<file path="src/rtl/norm_pkg.sv">
package norm_pkg;

    typedef enum logic [1:0] {
        ERR_NONE   = 2'd0,
        ERR_NOADDR = 2'd1,
        ERR_BADCFG = 2'd2
    } norm_err_e;

    typedef enum logic {
        ST_IDLE = 1'b0,
        ST_RESP = 1'b1
    } norm_state_e;

endpackage

</file>
<file path="src/rtl/norm_window.sv">
// Range check, hole correction and base subtraction.
module norm_window #(
    parameter int ADDR_W   = 40,
    parameter int HOLE_BIT = 32,
    parameter int BASE_LSB = 24
) (
    input  logic [ADDR_W-1:0] addr_i,
    input  logic [ADDR_W-1:0] base_i,
    input  logic [ADDR_W-1:0] limit_i,
    input  logic [ADDR_W-1:0] hole_i,
    output logic              miss_o,
    output logic [ADDR_W-1:0] adj_o,
    output logic [ADDR_W-1:0] dram_o
);

    logic              empty_node;
    logic              below_base;
    logic              above_limit;
    logic              high_region;
    logic [ADDR_W-1:0] base_kept;

    always_comb begin
        empty_node  = (base_i == limit_i);
        below_base  = (addr_i < base_i);
        above_limit = (addr_i > limit_i);
        miss_o      = empty_node | below_base | above_limit;

        high_region = |addr_i[ADDR_W-1:HOLE_BIT];
        if ((hole_i != '0) && high_region)
            adj_o = addr_i - hole_i;
        else
            adj_o = addr_i;

        base_kept = {base_i[ADDR_W-1:BASE_LSB], {BASE_LSB{1'b0}}};
        dram_o    = adj_o - base_kept;
    end

endmodule

</file>
<file path="src/rtl/norm_ilv_strip.sv">
// Interleave decode and removal of the interleave field.
module norm_ilv_strip #(
    parameter int ADDR_W   = 40,
    parameter int ILV_W    = 3,
    parameter int PAGE_LSB = 12,
    parameter int NORM_W   = 36
) (
    input  logic [ADDR_W-1:0] adj_i,
    input  logic [ADDR_W-1:0] dram_i,
    input  logic [ILV_W-1:0]  en_i,
    input  logic [ILV_W-1:0]  sel_i,
    output logic              cfg_bad_o,
    output logic              sel_miss_o,
    output logic [NORM_W-1:0] norm_o
);

    localparam int UPPER_W = NORM_W - PAGE_LSB;
    localparam int NVAR    = ILV_W + 1;
    localparam int TOP_USE = PAGE_LSB + ILV_W + UPPER_W;

    logic [NVAR-1:0]   way_hit;
    logic [NORM_W-1:0] variant [NVAR];
    logic [ILV_W-1:0]  node_bits;

    generate
        for (genvar k = 0; k < NVAR; k++) begin : g_way
            localparam logic [ILV_W-1:0] WAY_MASK = ILV_W'((1 << k) - 1);
            assign way_hit[k] = (en_i == WAY_MASK);
            assign variant[k] = {dram_i[PAGE_LSB+k +: UPPER_W], dram_i[PAGE_LSB-1:0]};
        end
    endgenerate

    assign node_bits = adj_i[PAGE_LSB +: ILV_W];

    always_comb begin
        cfg_bad_o  = ~(|way_hit);
        sel_miss_o = (en_i != '0) && ((node_bits & en_i) != sel_i);
        norm_o     = '0;
        for (int k = 0; k < NVAR; k++) begin
            if (way_hit[k])
                norm_o = norm_o | variant[k];
        end
    end

    logic unused_bits;
    assign unused_bits = ^{adj_i[ADDR_W-1:PAGE_LSB+ILV_W], adj_i[PAGE_LSB-1:0],
                           dram_i[ADDR_W-1:TOP_USE]};

endmodule

</file>
<file path="src/rtl/dram_addr_norm.sv">
module dram_addr_norm
    import norm_pkg::*;
#(
    parameter int ADDR_W   = 40,
    parameter int ILV_W    = 3,
    parameter int PAGE_LSB = 12,
    parameter int BASE_LSB = 24,
    parameter int HOLE_BIT = 32,
    parameter int NORM_W   = 36
) (
    input  logic              clk,
    input  logic              rst_n,
    input  logic              req_valid,
    input  logic [ADDR_W-1:0] req_addr,
    input  logic [ADDR_W-1:0] cfg_base,
    input  logic [ADDR_W-1:0] cfg_limit,
    input  logic [ILV_W-1:0]  cfg_ilv_en,
    input  logic [ILV_W-1:0]  cfg_ilv_sel,
    input  logic [ADDR_W-1:0] cfg_hole_size,
    output logic              rsp_done,
    output logic              rsp_hit,
    output logic [1:0]        rsp_err,
    output logic [NORM_W-1:0] rsp_addr
);

    logic              win_miss;
    logic [ADDR_W-1:0] adj_addr;
    logic [ADDR_W-1:0] dram_addr;
    logic              cfg_bad;
    logic              sel_miss;
    logic [NORM_W-1:0] norm_addr;
    norm_err_e         nxt_err;
    norm_state_e       state_q;
    norm_state_e       state_d;
    norm_err_e         err_q;
    logic              hit_q;
    logic [NORM_W-1:0] addr_q;

    norm_window #(
        .ADDR_W  (ADDR_W),
        .HOLE_BIT(HOLE_BIT),
        .BASE_LSB(BASE_LSB)
    ) window_i (
        .addr_i (req_addr),
        .base_i (cfg_base),
        .limit_i(cfg_limit),
        .hole_i (cfg_hole_size),
        .miss_o (win_miss),
        .adj_o  (adj_addr),
        .dram_o (dram_addr)
    );

    norm_ilv_strip #(
        .ADDR_W  (ADDR_W),
        .ILV_W   (ILV_W),
        .PAGE_LSB(PAGE_LSB),
        .NORM_W  (NORM_W)
    ) strip_i (
        .adj_i     (adj_addr),
        .dram_i    (dram_addr),
        .en_i      (cfg_ilv_en),
        .sel_i     (cfg_ilv_sel),
        .cfg_bad_o (cfg_bad),
        .sel_miss_o(sel_miss),
        .norm_o    (norm_addr)
    );

    // Priority: range, then configuration, then interleave select.
    always_comb begin
        if (win_miss)
            nxt_err = ERR_NOADDR;
        else if (cfg_bad)
            nxt_err = ERR_BADCFG;
        else if (sel_miss)
            nxt_err = ERR_NOADDR;
        else
            nxt_err = ERR_NONE;
    end

    always_comb begin
        state_d = req_valid ? ST_RESP : ST_IDLE;
    end

    // State register together with the captured result.
    always_ff @(posedge clk or negedge rst_n) begin
        if (!rst_n) begin
            state_q <= ST_IDLE;
            err_q   <= ERR_NONE;
            hit_q   <= 1'b0;
            addr_q  <= '0;
        end else begin
            state_q <= state_d;
            if (req_valid) begin
                err_q  <= nxt_err;
                hit_q  <= (nxt_err == ERR_NONE);
                addr_q <= (nxt_err == ERR_NONE) ? norm_addr : '0;
            end else begin
                err_q  <= ERR_NONE;
                hit_q  <= 1'b0;
                addr_q <= '0;
            end
        end
    end

    // Output decode from the state.
    always_comb begin
        rsp_done = 1'b0;
        rsp_hit  = 1'b0;
        rsp_err  = 2'd0;
        rsp_addr = '0;
        unique case (state_q)
            ST_IDLE: begin
                rsp_done = 1'b0;
            end
            ST_RESP: begin
                rsp_done = 1'b1;
                rsp_hit  = hit_q;
                rsp_err  = err_q;
                rsp_addr = addr_q;
            end
        endcase
    end

endmodule

</file>
<file path="config.mk">
export PLATFORM = sky130hd
export DESIGN_NAME = dram_addr_norm
export DESIGN_NICKNAME = d
export VERILOG_FILES = /design/src/rtl/norm_pkg.sv /design/src/rtl/norm_window.sv /design/src/rtl/norm_ilv_strip.sv /design/src/rtl/dram_addr_norm.sv
export SDC_FILE = /design/constraint.sdc
export NUM_CORES = 1
export LEC_CHECK = 0
export BUFFER_PORTS_ARGS = -buffer_cell sky130_fd_sc_hd__buf_2
export CORE_MARGIN = 2
export CORE_UTILIZATION = 55
export CTS_BUF_LIST = sky130_fd_sc_hd__clkbuf_16
export CTS_CLUSTER_DIAMETER = 120
export DETAILED_ROUTE_END_ITERATION = 8
export HOLD_SLACK_MARGIN = 0.05
export PLACE_DENSITY = 0.94
export REMOVE_ABC_BUFFERS = 1
export SYNTH_ARGS = -nofsm -noshare
export SYNTH_HDL_FRONTEND = slang
export SYNTH_SLANG_ARGS = --single-unit
export TNS_END_PERCENT = 100
</file>
<file path="constraint.sdc">
create_clock -name clk -period 1.3 [get_ports clk]
set_input_delay 0.13 -clock clk [delete_from_list [all_inputs] [get_ports clk]]
set_output_delay 0.13 -clock clk [all_outputs]
set_load 0.02 [all_outputs]
</file>
==> results of run 1 <==
## cell usage after synthesis (16+ instances only)
| library cell | instances |
|---|---|
| nor4_1 | 19 |
| o21ai_0 | 65 |
| xor2_1 | 26 |
| a21oi_1 | 86 |
| a21o_1 | 34 |
| nand2_1 | 109 |
| ha_1 | 131 |
| a21oi_2 | 19 |
| a211oi_1 | 16 |
| dfrtp_1 | 40 |
| nand4_1 | 33 |
| nor2_1 | 48 |
| and2_1 | 49 |
| xnor2_1 | 57 |
| inv_1 | 127 |
## per-layer routing
layer | GRT usage, % | overflow
met4 | 76.9 | 17
met1 | 73.6 | 0
met2 | 88.7 | 14
met5 | 13.9 | 0
met3 | 61.3 | 0
## logic make-up after synthesis
logic type,count (synthesis)
DFF,40
AOI/OAI and AO/OA,317
xor gates and xnor gates,84
muxes,14
adders and majority gates,133
and+or+nand+nor,330
buffers and inverters,161
## stage by stage
| stage | utilization (%) | setup TNS (ns) | instance area [sq um] | worst slack [ns] | hold slack (ns) |
|---|---|---|---|---|---|
| after CTS | 86.1 | -80.79 | 12500 | -2.95 | 0.195 |
| after detailed placement | 80.9 | -95.87 | 11800 | -3.82 | 0.219 |
| after global placement | 80.9 | -85.05 | 11800 | -3.11 | 0.201 |
| after floorplan | - | -83.14 | 7870 | -3.10 | -0.166 |
## repair_timing
action / in CTS
hold endpoints to repair: 41
resized for setup: 102
setup endpoints to repair: 41
hold buffers: 2
setup buffers: 8
gates cloned: 2
pin swaps: 33
==> metrics.md, run 1 <==
| Metric | Value |
|---|---|
| Status | did not finish |
| Stop stage | global routing (5_1_grt) |
| Error msg | [ERROR GRT-0116] Global routing finished with congestion. Check the congestion regions in the DRC Viewer. |
| Leading post-synthesis cells by cell area | ha_1 (20%), dfrtp_1 (12%), xnor2_1 (6.1%) |
| Synth async-reset ratio | 100% |
| Area share of and/or/nand/nor cells after synthesis | 20.6% |
| Register area share after synthesis | 12.2% |
| Mapped cell area | 0.00818 sq mm |
| Vias in the first global route | 14800 |
| IO Port Bufs | roughly 210 |
| Xor and xnor area share after synthesis | under 10% |
| Yosys Warn Count | 0 |
| Detailed placement HPWL | between 30 and 40 mm |
| Number of synthesized flops with an enable pin | 0 |
| Placer Congestion | 1.09 |
| Yosys reg bits | 40 |
| Initial core utilization | between 50 and 60% |
| GRT Overall Usage | 74.0% |
| Synth Area in Adders | 20.5% |
| Chip width | 126 microns |
| Mean Syn Cell Area | 7.58 sq um |
| Synth Area in Compound Gates | 26.0% |
| Area share of the largest cell type after synthesis | 20.0% |
| CTS root buffer | clkbuf_16 |
| CTS Buffer Depth | 2 |
| Number of library cell types mapped by synthesis | 77 |
| First-pass GRT wire length | 89.4 mm |
| Grt total ovfl | 31 |
| CTS sink cnt | 40 |
| Mux contribution to synthesized area | ~1.9% |
| Ys flop type | dfrtp_1 |
| Largest family of logic cells by synthesized area | compound AO/OA/AOI/OAI gates |
| IO Count | 209 |
| Largest net degree at the start of global routing | 41 |
| CTS Buf Count | 5 |
| H-tree Lvls | 2 |
| Post-Syn Instances | about 1100 |
| Largest area contributor in the netlist | ha_1 |
| Placed insts | between 1500 and 2000 |
| Row Count | 44 |
| Die Y-Extent | 126 microns |
==> inputs of run 2 (changes only) <==
--- a/config.mk
+++ b/config.mk
@@ -7,12 +7,9 @@
 export LEC_CHECK = 0
 export BUFFER_PORTS_ARGS = -buffer_cell sky130_fd_sc_hd__buf_2
 export CORE_MARGIN = 2
-export CORE_UTILIZATION = 55
-export CTS_BUF_LIST = sky130_fd_sc_hd__clkbuf_16
-export CTS_CLUSTER_DIAMETER = 120
+export CORE_UTILIZATION = 40
 export DETAILED_ROUTE_END_ITERATION = 8
-export HOLD_SLACK_MARGIN = 0.05
-export PLACE_DENSITY = 0.94
+export PLACE_DENSITY_LB_ADDON = 0.15
 export REMOVE_ABC_BUFFERS = 1
 export SYNTH_ARGS = -nofsm -noshare
 export SYNTH_HDL_FRONTEND = slang
==> run 2 against run 1 <==
Against the previous run:
- the flow now finishes, with violations (setup timing)
- synthesized cell count stayed put
- synthesized area is the same
==> metrics.md, run 2 <==
| Metric | Value |
|---|---|
| Die area | 0.0216 sq mm |
| Design Power | approximately 10000 uW |
| Synth async-reset ratio | 100% (unchanged) |
| Status | complete, but fails checks (was did not finish) |
| Vias/cell | 5.17 |
| Clock-pin slew on the worst setup and hold paths | around 0.06 ns |
| Final Hold Viols | 0 |
| Max reg flops | 36 |
| MaxCap Viol Count | 0 |
| Dpl ws | -3.41 ns (was -3.82 ns) |
| Final net count | 1955 |
| Routed WL per cell | 17.1 microns |
| Mean Syn Cell Area | 7.58 sq um (unchanged) |
| CP startpoint kind | input port |
| Crit. End Element | flop |
| Finished Cell Area | 0.0137 sq mm |
| Grt total ovfl | 0 |
| FF+latch area | 0.00100 sq mm |
| TritonCTS clock tree | done |
| Commonest non-fill, non-tap cell in the layout | buf_4 |
| Area share of the largest cell type after synthesis | 20.0% (unchanged) |
| Final setup fails | 39 |
| Number of synthesized flops with an enable pin | 0 (unchanged) |
| Max Fclk | between 200 and 250 MHz |
| Worst setup path endpoint | addr_q[35] |
| Area Overhead vs Synth | 67.2% |
| Largest Register | addr_q |
| Critical Path RT | ~1.5 ns |
| Die Y-Extent | 147 microns (was 126 microns) |
| First-pass GRT wire length | 51.4 mm |
| Minimum clock period | 4.05 ns |
| Cell area power density | between 700 and 800 mW/mm^2 |
| CTS root buffer | clkbuf_16 (unchanged) |
| Placeable core region | 0.0202 sq mm |
| IO Count | 209 (unchanged) |
| Clock power frac | between 10% and 20% |
| Crit path from | req_addr[0] |
| Psw | 3950 uW |
| Highest-count cells in the layout ignoring fill and taps | buf_4 (391), buf_2 (155), inv_1 (119) |
| Area of the multi-input gates | roughly 0.0072 sq mm |
| Finished Core Util | roughly two thirds |
| Ys flop type | dfrtp_1 (unchanged) |
| Placer Congestion | 0.975 (was 1.09) |
| Row Count | 52 (was 44) |
| Largest area contributor in the netlist | ha_1 (unchanged) |
| Failing checks | setup timing |
| Leakage | 0.00706 uW |
| Mapped cell area | 0.00818 sq mm (unchanged) |
| Placed standard-cell area | 0.0121 sq mm (was 0.0118 sq mm) |
| Largest regs | addr_q x36, err_q x2 |
| Final Max Tran Viols | 0 |
| Period Utilization, post-route | 311% |
| Crit Path Category | input port to flop |
| Antenna viol nets, final | 0 |
| Leading post-synthesis cells by cell area | ha_1 (20%), dfrtp_1 (12%), xnor2_1 (6.1%) (unchanged) |
| Crit path max fanout | 3 |
| Flop pwr share | 12.9% |
| Most frequent cell after synthesis | ha_1 (unchanged) |
| Slew margin rel. | 63.8% |
| Number of library cell types mapped by synthesis | 77 (unchanged) |
| Min-Delay Path Class | input port to flop |
| VDD IR max | approximately 0.00053 V |
| CTS Buf Count | 5 (unchanged) |
| First-pass iteration count of the detailed router | 5 |
| Routed Wire Length | between 30 and 40 mm |
| Initial drt markers | about 570 |
| Share of cells above drive strength 1 | 47.1% |
| Fin cells | ~1900 |
| Chip width | 147 microns (was 126 microns) |
| Initial core utilization | 40.5% (was 56.3%) |
| Detailed placement HPWL | 27.3 mm (was 32.5 mm) |
| Filler instances | around 1700 |
| CTS Buffer Depth | 2 (unchanged) |
| Yosys reg bits | 40 (unchanged) |
| GRT Overall Usage | 29.9% |
| Yosys Warn Count | 0 (unchanged) |
| DRC Markers | 0 |
| Vias in the first global route | 9942 |
| Slew @ Worst Pin | 0.537 ns |
| Comb pwr share | 70.5% |
| Initial antenna violation count | 4 |
| Post-Syn Instances | 1079 (unchanged) |
| IO Port Bufs | 208 (unchanged) |
| Worst EP arrival | 4.22 ns |
| Internal | 6020 uW |
| RSZ-0062 raised after global routing | true |
| Sw Ratio | about two fifths |
| Placed insts | 1895 (was 1787) |
| Setup ws final | -2.75 ns |
| Register area share after synthesis | 12.2% (unchanged) |
| Synth top cells by count | ha_1 (131), inv_1 (127), nand2_1 (109) (unchanged) |
| CTS sink cnt | 40 (unchanged) |
| Largest net degree at the start of global routing | between 40 and 50 |
| H-tree Lvls | 2 (unchanged) |
| Via count | 9972 |
run 2: cell counts after synthesis:
Identical to the previous run, type by type.
run 2: worst min path at each step:
stage / start / end / slack, ns / cells past startpoint
floorplan: rst_n / addr_q[0] / -0.17 / 0
global placement: rst_n / addr_q[7] / 0.11 / 2
detailed placement: rst_n / addr_q[7] / 0.13 / 2
CTS: req_valid / state_q / 0.03 / 1
global route: req_valid / state_q / 0.03 / 1
finish: req_valid / state_q / 0.03 / 1
run 2: repair_timing:
action | 4_1_cts | 5_1_grt
gates resized for setup | 180 | 85
hold buffers | 1 | 0
gates cloned | 3 | 0
endpoints found under the setup margin | 39 | 78
pin swaps | 92 | 27
buffers inserted | 18 | 3
endpoints found under the hold margin | 40 | 0
run 2: stage by stage:
step           hold slack (ns)  setup TNS, ns
2_1_floorplan           -0.166         -83.14
3_3_place_gp             0.114         -93.83
3_5_place_dp             0.125         -95.20
4_1_cts                 0.0309         -71.26
5_1_grt                 0.0312         -76.82
6_report                0.0348         -70.44
run 2: routing by layer:
layer,GRT usage [%],vias to the layer above,share of wire (%)
li1,-,4993,-
met1,41.8,4607,46
met2,50.0,322,46
met3,2.08,50,5.4
met4,8.56,0,2.3
met5,0,-,0
run 2: power groups by stage:
stage	logic, uW	clock network (uW)	registers [uW]
6_report	7030	1650	1290
5_1_grt	7620	1710	1290
4_1_cts	6650	1660	1290
3_5_place_dp	5880	0	1310
3_3_place_gp	5810	0	1310
2_1_floorplan	2970	0	1320
run 2: cell families after synthesis:
logic type,Yosys count,share of synthesized area [%]
simple gates,330,20.6
compound gates,317,26.0
buf+inv,161,9.72
fa+ha+maj,133,20.5
xor+xnor,84,9.09
flops,40,12.2
mux,14,1.88
run 2: area by class of cell:
type | instances | share of cell area [%]
Timing Repair Buffer | 599 | 32.5
Sequential cell | 40 | 7.32
Inverter | 129 | 3.61
Clock inverter | 2 | 0.439
Tap cell | 270 | 2.47
Clock buffer | 5 | 0.915
Antenna cell | 5 | 0.0915
Multi-Input combinational cell | 878 | 52.6
run 2: worst max-delay path: stages:
cell and delay, ns:
buf_8 0.08, inv_6 0.03, ha_4 0.15, fa_2 0.36
nand2b_4 0.15, a21o_1 0.20, o21ai_2 0.15, a311o_1 0.25
o21a_2 0.19, buf_6 0.11, xnor2_2 0.05, nor2_1 0.08
a21oi_1 0.05, ha_2 0.19, fa_2 0.39, nor2b_4 0.15
o31ai_4 0.07, a21oi_2 0.17, nand4_1 0.15, a32oi_2 0.28
xor2_1 0.13, mux2_4 0.26, a32oi_1 0.17, o311a_1 0.19
a21oi_1 0.06
Note: power is estimated with default switching activity, not from simulation.
==> inputs of run 3 (changes only) <==
--- a/config.mk
+++ b/config.mk
@@ -5,7 +5,7 @@
 export SDC_FILE = /design/constraint.sdc
 export NUM_CORES = 1
 export LEC_CHECK = 0
-export BUFFER_PORTS_ARGS = -buffer_cell sky130_fd_sc_hd__buf_2
+export BUFFER_PORTS_ARGS = -buffer_cell sky130_fd_sc_hd__buf_4
 export CORE_MARGIN = 2
 export CORE_UTILIZATION = 40
 export DETAILED_ROUTE_END_ITERATION = 8
==> run 3 against run 2 <==
Against the previous run:
- power increased by 4.8%
- sequential cell count unchanged
- the flow still finishes with violations (setup timing)
- non-clock buffer count increased by 16
- die area unchanged
- highest routed layer unchanged
- worst setup slack improved by 0.0064 ns
- combinational power increased by 7.1%
==> metrics.md, run 3 (synthesized netlist as in run 2, its figures left out) <==
| Metric | Value |
|---|---|
| CP startpoint kind | input port (unchanged) |
| Critical Path Max Stage Delay | 0.41 ns (was 0.39 ns) |
| Initial core utilization | 40.5% (unchanged) |
| CTS root buffer | clkbuf_16 (unchanged) |
| Cell area power density | 735 mW/mm^2 (was 729 mW/mm^2) |
| Placeable core region | 0.0202 sq mm (unchanged) |
| Setup ws final | -2.74 ns (was -2.75 ns) |
| Die Y-Extent | 147 microns (unchanged) |
| Slew margin rel. | 63.9% (was 63.8%) |
| Top layer in use | met4 (unchanged) |
| MaxCap Viol Count | 0 (unchanged) |
| Antenna diode instance count | 0 (was 5) |
| Met2 wire len | 15.5 mm (was 15.1 mm) |
| Finished Core Util | 70.5% (was 67.8%) |
| Max Fclk | 248 MHz (was 247 MHz) |
| Routed WL per cell | 17.7 microns (was 17.1 microns) |
| Slowest cell on the critical path | a311o_1 (was fa_2) |
| Via count | 10200 (was 9972) |
| Die area | 0.0216 sq mm (unchanged) |
| Vias in the first global route | 10100 (was 9942) |
| Crit path max fanout | 3 (unchanged) |
| Crit path from | req_addr[0] (unchanged) |
| Area of the multi-input gates | 0.00727 sq mm (was 0.00720 sq mm) |
| Worst EP arrival | 4.21 ns (was 4.22 ns) |
| DRC Markers | 0 (unchanged) |
| Routed Wire Length | 34.3 mm (was 32.9 mm) |
| Vias/cell | 5.24 (was 5.17) |
| Commonest non-fill, non-tap cell in the layout | buf_4 (unchanged) |
| FF+latch area | 0.00100 sq mm (unchanged) |
| Failing checks | setup timing (unchanged) |
| Leakage | 0.00729 uW (was 0.00706 uW) |
| Clock-pin slew on the worst setup and hold paths | 0.07 ns (was 0.06 ns) |
| Filler instances | 1674 (was 1711) |
| Final net count | 1971 (was 1955) |
| Crit. End Element | flop (unchanged) |
| CTS Buffer Depth | 2 (unchanged) |
| CTS sink cnt | 40 (unchanged) |
| Area Overhead vs Synth | 73.8% (was 67.2%) |
| Initial drt markers | 529 (was 568) |
| Fin cells | 1939 (was 1928) |
| Largest regs | addr_q x36, err_q x2 (unchanged) |
| Placed standard-cell area | 0.0126 sq mm (was 0.0121 sq mm) |
| RSZ-0062 raised after global routing | true (unchanged) |
| Placed insts | 1895 (unchanged) |
| Finished Cell Area | 0.0142 sq mm (was 0.0137 sq mm) |
| Chip width | 147 microns (unchanged) |
| Share of cells above drive strength 1 | 48.1% (was 47.1%) |
| Met3 wire len | 2.00 mm (was 1.76 mm) |
| IO Port Bufs | 208 (unchanged) |
| Design Power | 10400 uW (was 9970 uW) |
| VDD IR max | 0.000500 V (was 0.000528 V) |
| Detailed placement HPWL | 27.8 mm (was 27.3 mm) |
| H-tree Lvls | 2 (unchanged) |
| Antenna viol nets, final | 0 (unchanged) |
| Minimum clock period | 4.04 ns (was 4.05 ns) |
| Initial antenna violation count | 0 (was 4) |
| First-pass iteration count of the detailed router | 5 (unchanged) |
| Grt total ovfl | 0 (unchanged) |
| CP most frequent cell | a21o_1 |
| Status | complete, but fails checks (unchanged) |
| First-pass GRT wire length | 52.3 mm (was 51.4 mm) |
| GRT Overall Usage | 30.7% (was 29.9%) |
| Final Max Tran Viols | 0 (unchanged) |
| CP bufs+invs | 3 (unchanged) |
| CTS Buf Count | 5 (unchanged) |
| IO Count | 209 (unchanged) |
| Placer Congestion | 0.977 (was 0.975) |
| Hold path start | cfg_hole_size[0] (was req_valid) |
| Wire length on met1 | 15.7 mm (was 15.3 mm) |
| Slew @ Worst Pin | 0.541 ns (was 0.537 ns) |
| Final setup fails | 42 (was 39) |
| Min-Delay Path Class | input port to flop (unchanged) |
| Final setup TNS | -72.90 ns (was -70.44 ns) |
| Largest net degree at the start of global routing | 41 (unchanged) |
| Period Utilization, post-route | 311% (about the same) |
| Crit Path Category | input port to flop (unchanged) |
| Final Hold Viols | 0 (unchanged) |
| Row Count | 52 (unchanged) |
| TritonCTS clock tree | done (unchanged) |
| Largest Register | addr_q (unchanged) |
| Critical Path RT | 1.47 ns (was 1.48 ns) |
| Crit path max-delay family | compound AO/OA/AOI/OAI gates (unchanged) |
| Highest-count cells in the layout ignoring fill and taps | buf_4 (570), inv_1 (117), ha_1 (107) (was buf_4 (391), buf_2 (155), inv_1 (119)) |
| Max reg flops | 36 (unchanged) |
run 3: final timing paths:
check / end / slack (ns) / depth (start not counted)
min in group asynchronous: addr_q[4] / 0.35 / 2
worst max-delay path: addr_q[35] / -2.74 / 25
worst min-delay path: addr_q[0] / 0.12 / 3
max in group asynchronous: addr_q[35] / 0.54 / 2
run 3: metal layers:
layer,GRT usage [%],up-vias
met4,9.33,0
met3,2.58,64
met5,0,-
li1,-,5028
met2,50.7,374
met1,42.8,4688
run 3: through the flow:
stage,hold WS (ns),setup WS (ns)
3_3_place_gp,0.135,-3.27
2_1_floorplan,-0.166,-3.10
6_report,0.119,-2.74
5_1_grt,0.129,-2.94
3_5_place_dp,0.139,-3.40
4_1_cts,0.114,-2.71
run 3: worst min-delay path, cell delays in order:
cell and delay, ns:
buf_6 0.08, ha_4 0.12, a211oi_2 0.05
run 3: what timing repair did:
| action | CTS | global route |
|---|---|---|
| buffers inserted | 33 | 10 |
| gates resized for setup | 198 | 42 |
| pin swaps | 104 | 35 |
| endpoints found under the hold margin | 41 | 0 |
| hold buffers | 2 | 0 |
| setup endpoints to repair | 78 | 78 |
| cloned | 2 | 0 |
run 3: report_power, final:
part           internal (uW)  leakage [uW]  total (uW)  switching, uW
Combinational           3970       0.00665        7530           3560
Clock                   1090     0.0000899        1630            543
Sequential              1280      0.000552        1290           7.84
run 3: final cells by class:
type                       instances  share of cell area (%)
tap                              270                    2.38
sequential                        40                    7.04
timing repair buffer             615                    34.6
clock inverter                     2                   0.423
inverter                         129                    3.53
multi-input combinational        878                    51.2
clock buffer                       5                   0.881
==> inputs of run 4 (changes only) <==
--- a/config.mk
+++ b/config.mk
@@ -5,8 +5,8 @@
 export SDC_FILE = /design/constraint.sdc
 export NUM_CORES = 1
 export LEC_CHECK = 0
+export ABC_AREA = 1
 export BUFFER_PORTS_ARGS = -buffer_cell sky130_fd_sc_hd__buf_4
-export CORE_MARGIN = 2
 export CORE_UTILIZATION = 40
 export DETAILED_ROUTE_END_ITERATION = 8
 export PLACE_DENSITY_LB_ADDON = 0.15
==> run 4 against run 3 <==
Against the previous run:
- worst setup slack gained 0.66 ns
- wire length grew 7.9%
- cell count grew 16%
- final area grew 7.7%
- critical path type unchanged
- highest routed layer unchanged
- die area grew 0.65%
- clock power shrank 31%
- power shrank 4.7%
- the flow still finishes with violations (setup timing)
- synthesized cell count grew 29%
- synthesized area grew 3.5%
==> metrics.md, run 4 <==
| Metric | Value |
|---|---|
| CTS Buffer Depth | 2 (unchanged) |
| Crit path from | cfg_hole_size[17] (was req_addr[0]) |
| Yosys reg bits | 40 (unchanged) |
| Slowest cell on the critical path | fa_2 (was a311o_1) |
| CTS sink cnt | 40 (unchanged) |
| Die area | 0.0217 sq mm (was 0.0216 sq mm) |
| IO Count | 209 (unchanged) |
| First-pass iteration count of the detailed router | 6 (was 5) |
| Die Y-Extent | 147 microns (about the same) |
| CTS Buf Count | 5 (unchanged) |
| Routed Wire Length | 37.0 mm (was 34.3 mm) |
| Filler instances | 1601 (was 1674) |
| Largest Register | addr_q (unchanged) |
| Area of the multi-input gates | 0.00776 sq mm (was 0.00727 sq mm) |
| Initial drt markers | 803 (was 529) |
| Initial core utilization | 41.3% (was 40.5%) |
| Number of library cell types mapped by synthesis | 42 (was 77) |
| Final Hold Viols | 0 (unchanged) |
| Cell area power density | 650 mW/mm^2 (was 735 mW/mm^2) |
| CP startpoint kind | input port (unchanged) |
| Final Max Tran Viols | 0 (unchanged) |
| Area Overhead vs Synth | 80.9% (was 73.8%) |
| CTS root buffer | clkbuf_16 (unchanged) |
| GRT Overall Usage | 31.6% (was 30.7%) |
| Critical Path RT | 1.46 ns (was 1.47 ns) |
| Final setup fails | 39 (was 42) |
| Antenna diode instance count | 0 (unchanged) |
| Minimum clock period | 3.38 ns (was 4.04 ns) |
| Max Fclk | 296 MHz (was 248 MHz) |
| Period Utilization, post-route | 260% (was 311%) |
| Routed WL per cell | 16.4 microns (was 17.7 microns) |
| Ys flop type | dfrtp_1 (unchanged) |
| Chip width | 147 microns (about the same) |
| Post-Syn Instances | 1388 (was 1079) |
| RSZ-0062 raised after global routing | true (unchanged) |
| Grt total ovfl | 0 (unchanged) |
| Area share of the largest cell type after synthesis | 19.4% (was 20.0%) |
| Failing checks | setup timing (unchanged) |
| Most frequent cell after synthesis | nand2_1 (was ha_1) |
| IO Port Bufs | 208 (unchanged) |
| Antenna viol nets, final | 0 (unchanged) |
| Vias/cell | 5.19 (was 5.24) |
| Crit Path Category | input port to flop (unchanged) |
| CP most frequent cell | nand2_1 (was a21o_1) |
| VDD IR max | 0.000472 V (was 0.000500 V) |
| Number of synthesized flops with an enable pin | 0 (unchanged) |
| Placeable core region | 0.0205 sq mm (was 0.0202 sq mm) |
| Register area share after synthesis | 11.8% (was 12.2%) |
| Status | complete, but fails checks (unchanged) |
| Min-Delay Path Class | input port to flop (unchanged) |
| Critical Path Max Stage Delay | 0.35 ns (was 0.41 ns) |
| DRC Markers | 0 (unchanged) |
| H-tree Lvls | 2 (unchanged) |
| Placer Congestion | 0.972 (was 0.977) |
| Largest area contributor in the netlist | ha_1 (unchanged) |
| Crit. End Element | flop (unchanged) |
| Dpl ws | -2.61 ns (was -3.40 ns) |
| Max reg flops | 36 (unchanged) |
| Detailed placement HPWL | 28.4 mm (was 27.8 mm) |
| Commonest non-fill, non-tap cell in the layout | buf_4 (unchanged) |
| Mean Syn Cell Area | 6.10 sq um (was 7.58 sq um) |
| Largest regs | addr_q x36, err_q x2 (unchanged) |
| Highest-count cells in the layout ignoring fill and taps | buf_4 (540), nand2_1 (237), inv_1 (225) (was buf_4 (570), inv_1 (117), ha_1 (107)) |
| Row Count | 52 (unchanged) |
| Worst EP arrival | 3.54 ns (was 4.21 ns) |
| Via count | 11700 (was 10200) |
| MaxCap Viol Count | 0 (unchanged) |
| Synth async-reset ratio | 100% (unchanged) |
| Synth top cells by count | nand2_1 (287), inv_1 (263), nor2_1 (135) (was ha_1 (131), inv_1 (127), nand2_1 (109)) |
| FF+latch area | 0.00100 sq mm (unchanged) |
| First-pass GRT wire length | 54.3 mm (was 52.3 mm) |
| Largest net degree at the start of global routing | 41 (unchanged) |
| Hold_ws | 0.138 ns (was 0.119 ns) |
| Clock-pin slew on the worst setup and hold paths | 0.05 ns (was 0.07 ns) |
| Initial antenna violation count | 0 (unchanged) |
| Vias in the first global route | 10900 (was 10100) |
| Leading post-synthesis cells by cell area | ha_1 (19%), nand2_1 (13%), dfrtp_1 (12%) (was ha_1 (20%), dfrtp_1 (12%), xnor2_1 (6.1%)) |
| Worst setup path endpoint | addr_q[27] (was addr_q[35]) |
| TritonCTS clock tree | done (unchanged) |
| Final net count | 2289 (was 1971) |
| Slew margin rel. | 60.7% (was 63.9%) |
| Slew @ Worst Pin | 0.590 ns (was 0.541 ns) |
| Crit path max fanout | 4 (was 3) |
| Yosys Warn Count | 0 (unchanged) |
| Share of cells above drive strength 1 | 46.4% (was 48.1%) |
| Mapped cell area | 0.00846 sq mm (was 0.00818 sq mm) |
| Leakage | 0.00829 uW (was 0.00729 uW) |
| Setup ws final | -2.08 ns (was -2.74 ns) |
run 4: routing by layer:
metal	up-vias	part of all wire, %	wire length, microns	GRT usage, %
met5	-	0	0	0
met3	113	8.1	2990	3.33
met4	0	3.8	1410	10.4
met1	5322	41	15300	41.8
li1	5724	-	-	-
met2	547	47	17300	53.6
run 4: cell type report:
class | instances | area share, %
clock buffers | 6 | 0.842
clock inverters | 1 | 0.0327
inverters | 270 | 6.86
multi-input cells | 1056 | 50.7
flip-flops and latches | 40 | 6.54
well taps | 270 | 2.21
repair buffers | 614 | 32.8
run 4: repair_timing:
action / CTS / global route
gates cloned: 4 / 0
pin swaps: 109 / 109
resized for setup: 309 / 118
hold buffers: 2 / 0
buffers inserted: 48 / 31
setup endpoints to repair: 40 / 45
endpoints found under the hold margin: 41 / 0
run 4: stage by stage:
stage / cell area (sq um) / utilization [%] / setup TNS [ns] / total power (uW) / cells
floorplan: 8360 / - / -65.68 / 4120 / 1366
global placement: 12800 / 62.5 / -66.51 / 6710 / 2176
detailed placement: 12800 / 62.5 / -68.24 / 6790 / 2176
CTS: 14600 / 71.4 / -63.01 / 9090 / 2229
global route: 15300 / 74.7 / -79.22 / 10600 / 2257
finish: 15300 / 74.7 / -74.16 / 9960 / 2257
run 4: logic make-up after synthesis:
family | count (synthesis) | share of synthesized area (%)
AO/OA/AOI/OAI | 250 | 16.7
flip-flops | 40 | 11.8
XOR/XNOR | 65 | 6.73
buffers and inverters | 292 | 13.2
AND/OR/NAND/NOR | 608 | 31.7
adder cells (fa/ha/maj) | 133 | 19.8
run 4: how the worst min path moves through the flow:
stage                         start         to  depth (start not counted)
final                     req_valid   err_q[0]                          3
after global routing      req_valid   err_q[0]                          3
after CTS                 req_valid   err_q[0]                          3
after detailed placement      rst_n      hit_q                          1
after global placement        rst_n    state_q                          1
after floorplan               rst_n  addr_q[0]                          0
run 4: critical path, delay by kind of cell:
family / cells / cell delay, ns
XOR/XNOR: 1 / 0.13
AO/OA/AOI/OAI: 5 / 0.86
buffers and inverters: 4 / 0.37
AND/OR/NAND/NOR: 14 / 1.29
adder cells (fa/ha/maj): 3 / 0.76
run 4: where the power goes:
| group | internal (uW) | total, uW | switching, uW |
|---|---|---|---|
| sequential | 1270 | 1280 | 7.54 |
| combinational | 3620 | 7550 | 3920 |
| clock | 696 | 1130 | 436 |
| total | 5590 | 9960 | 4370 |
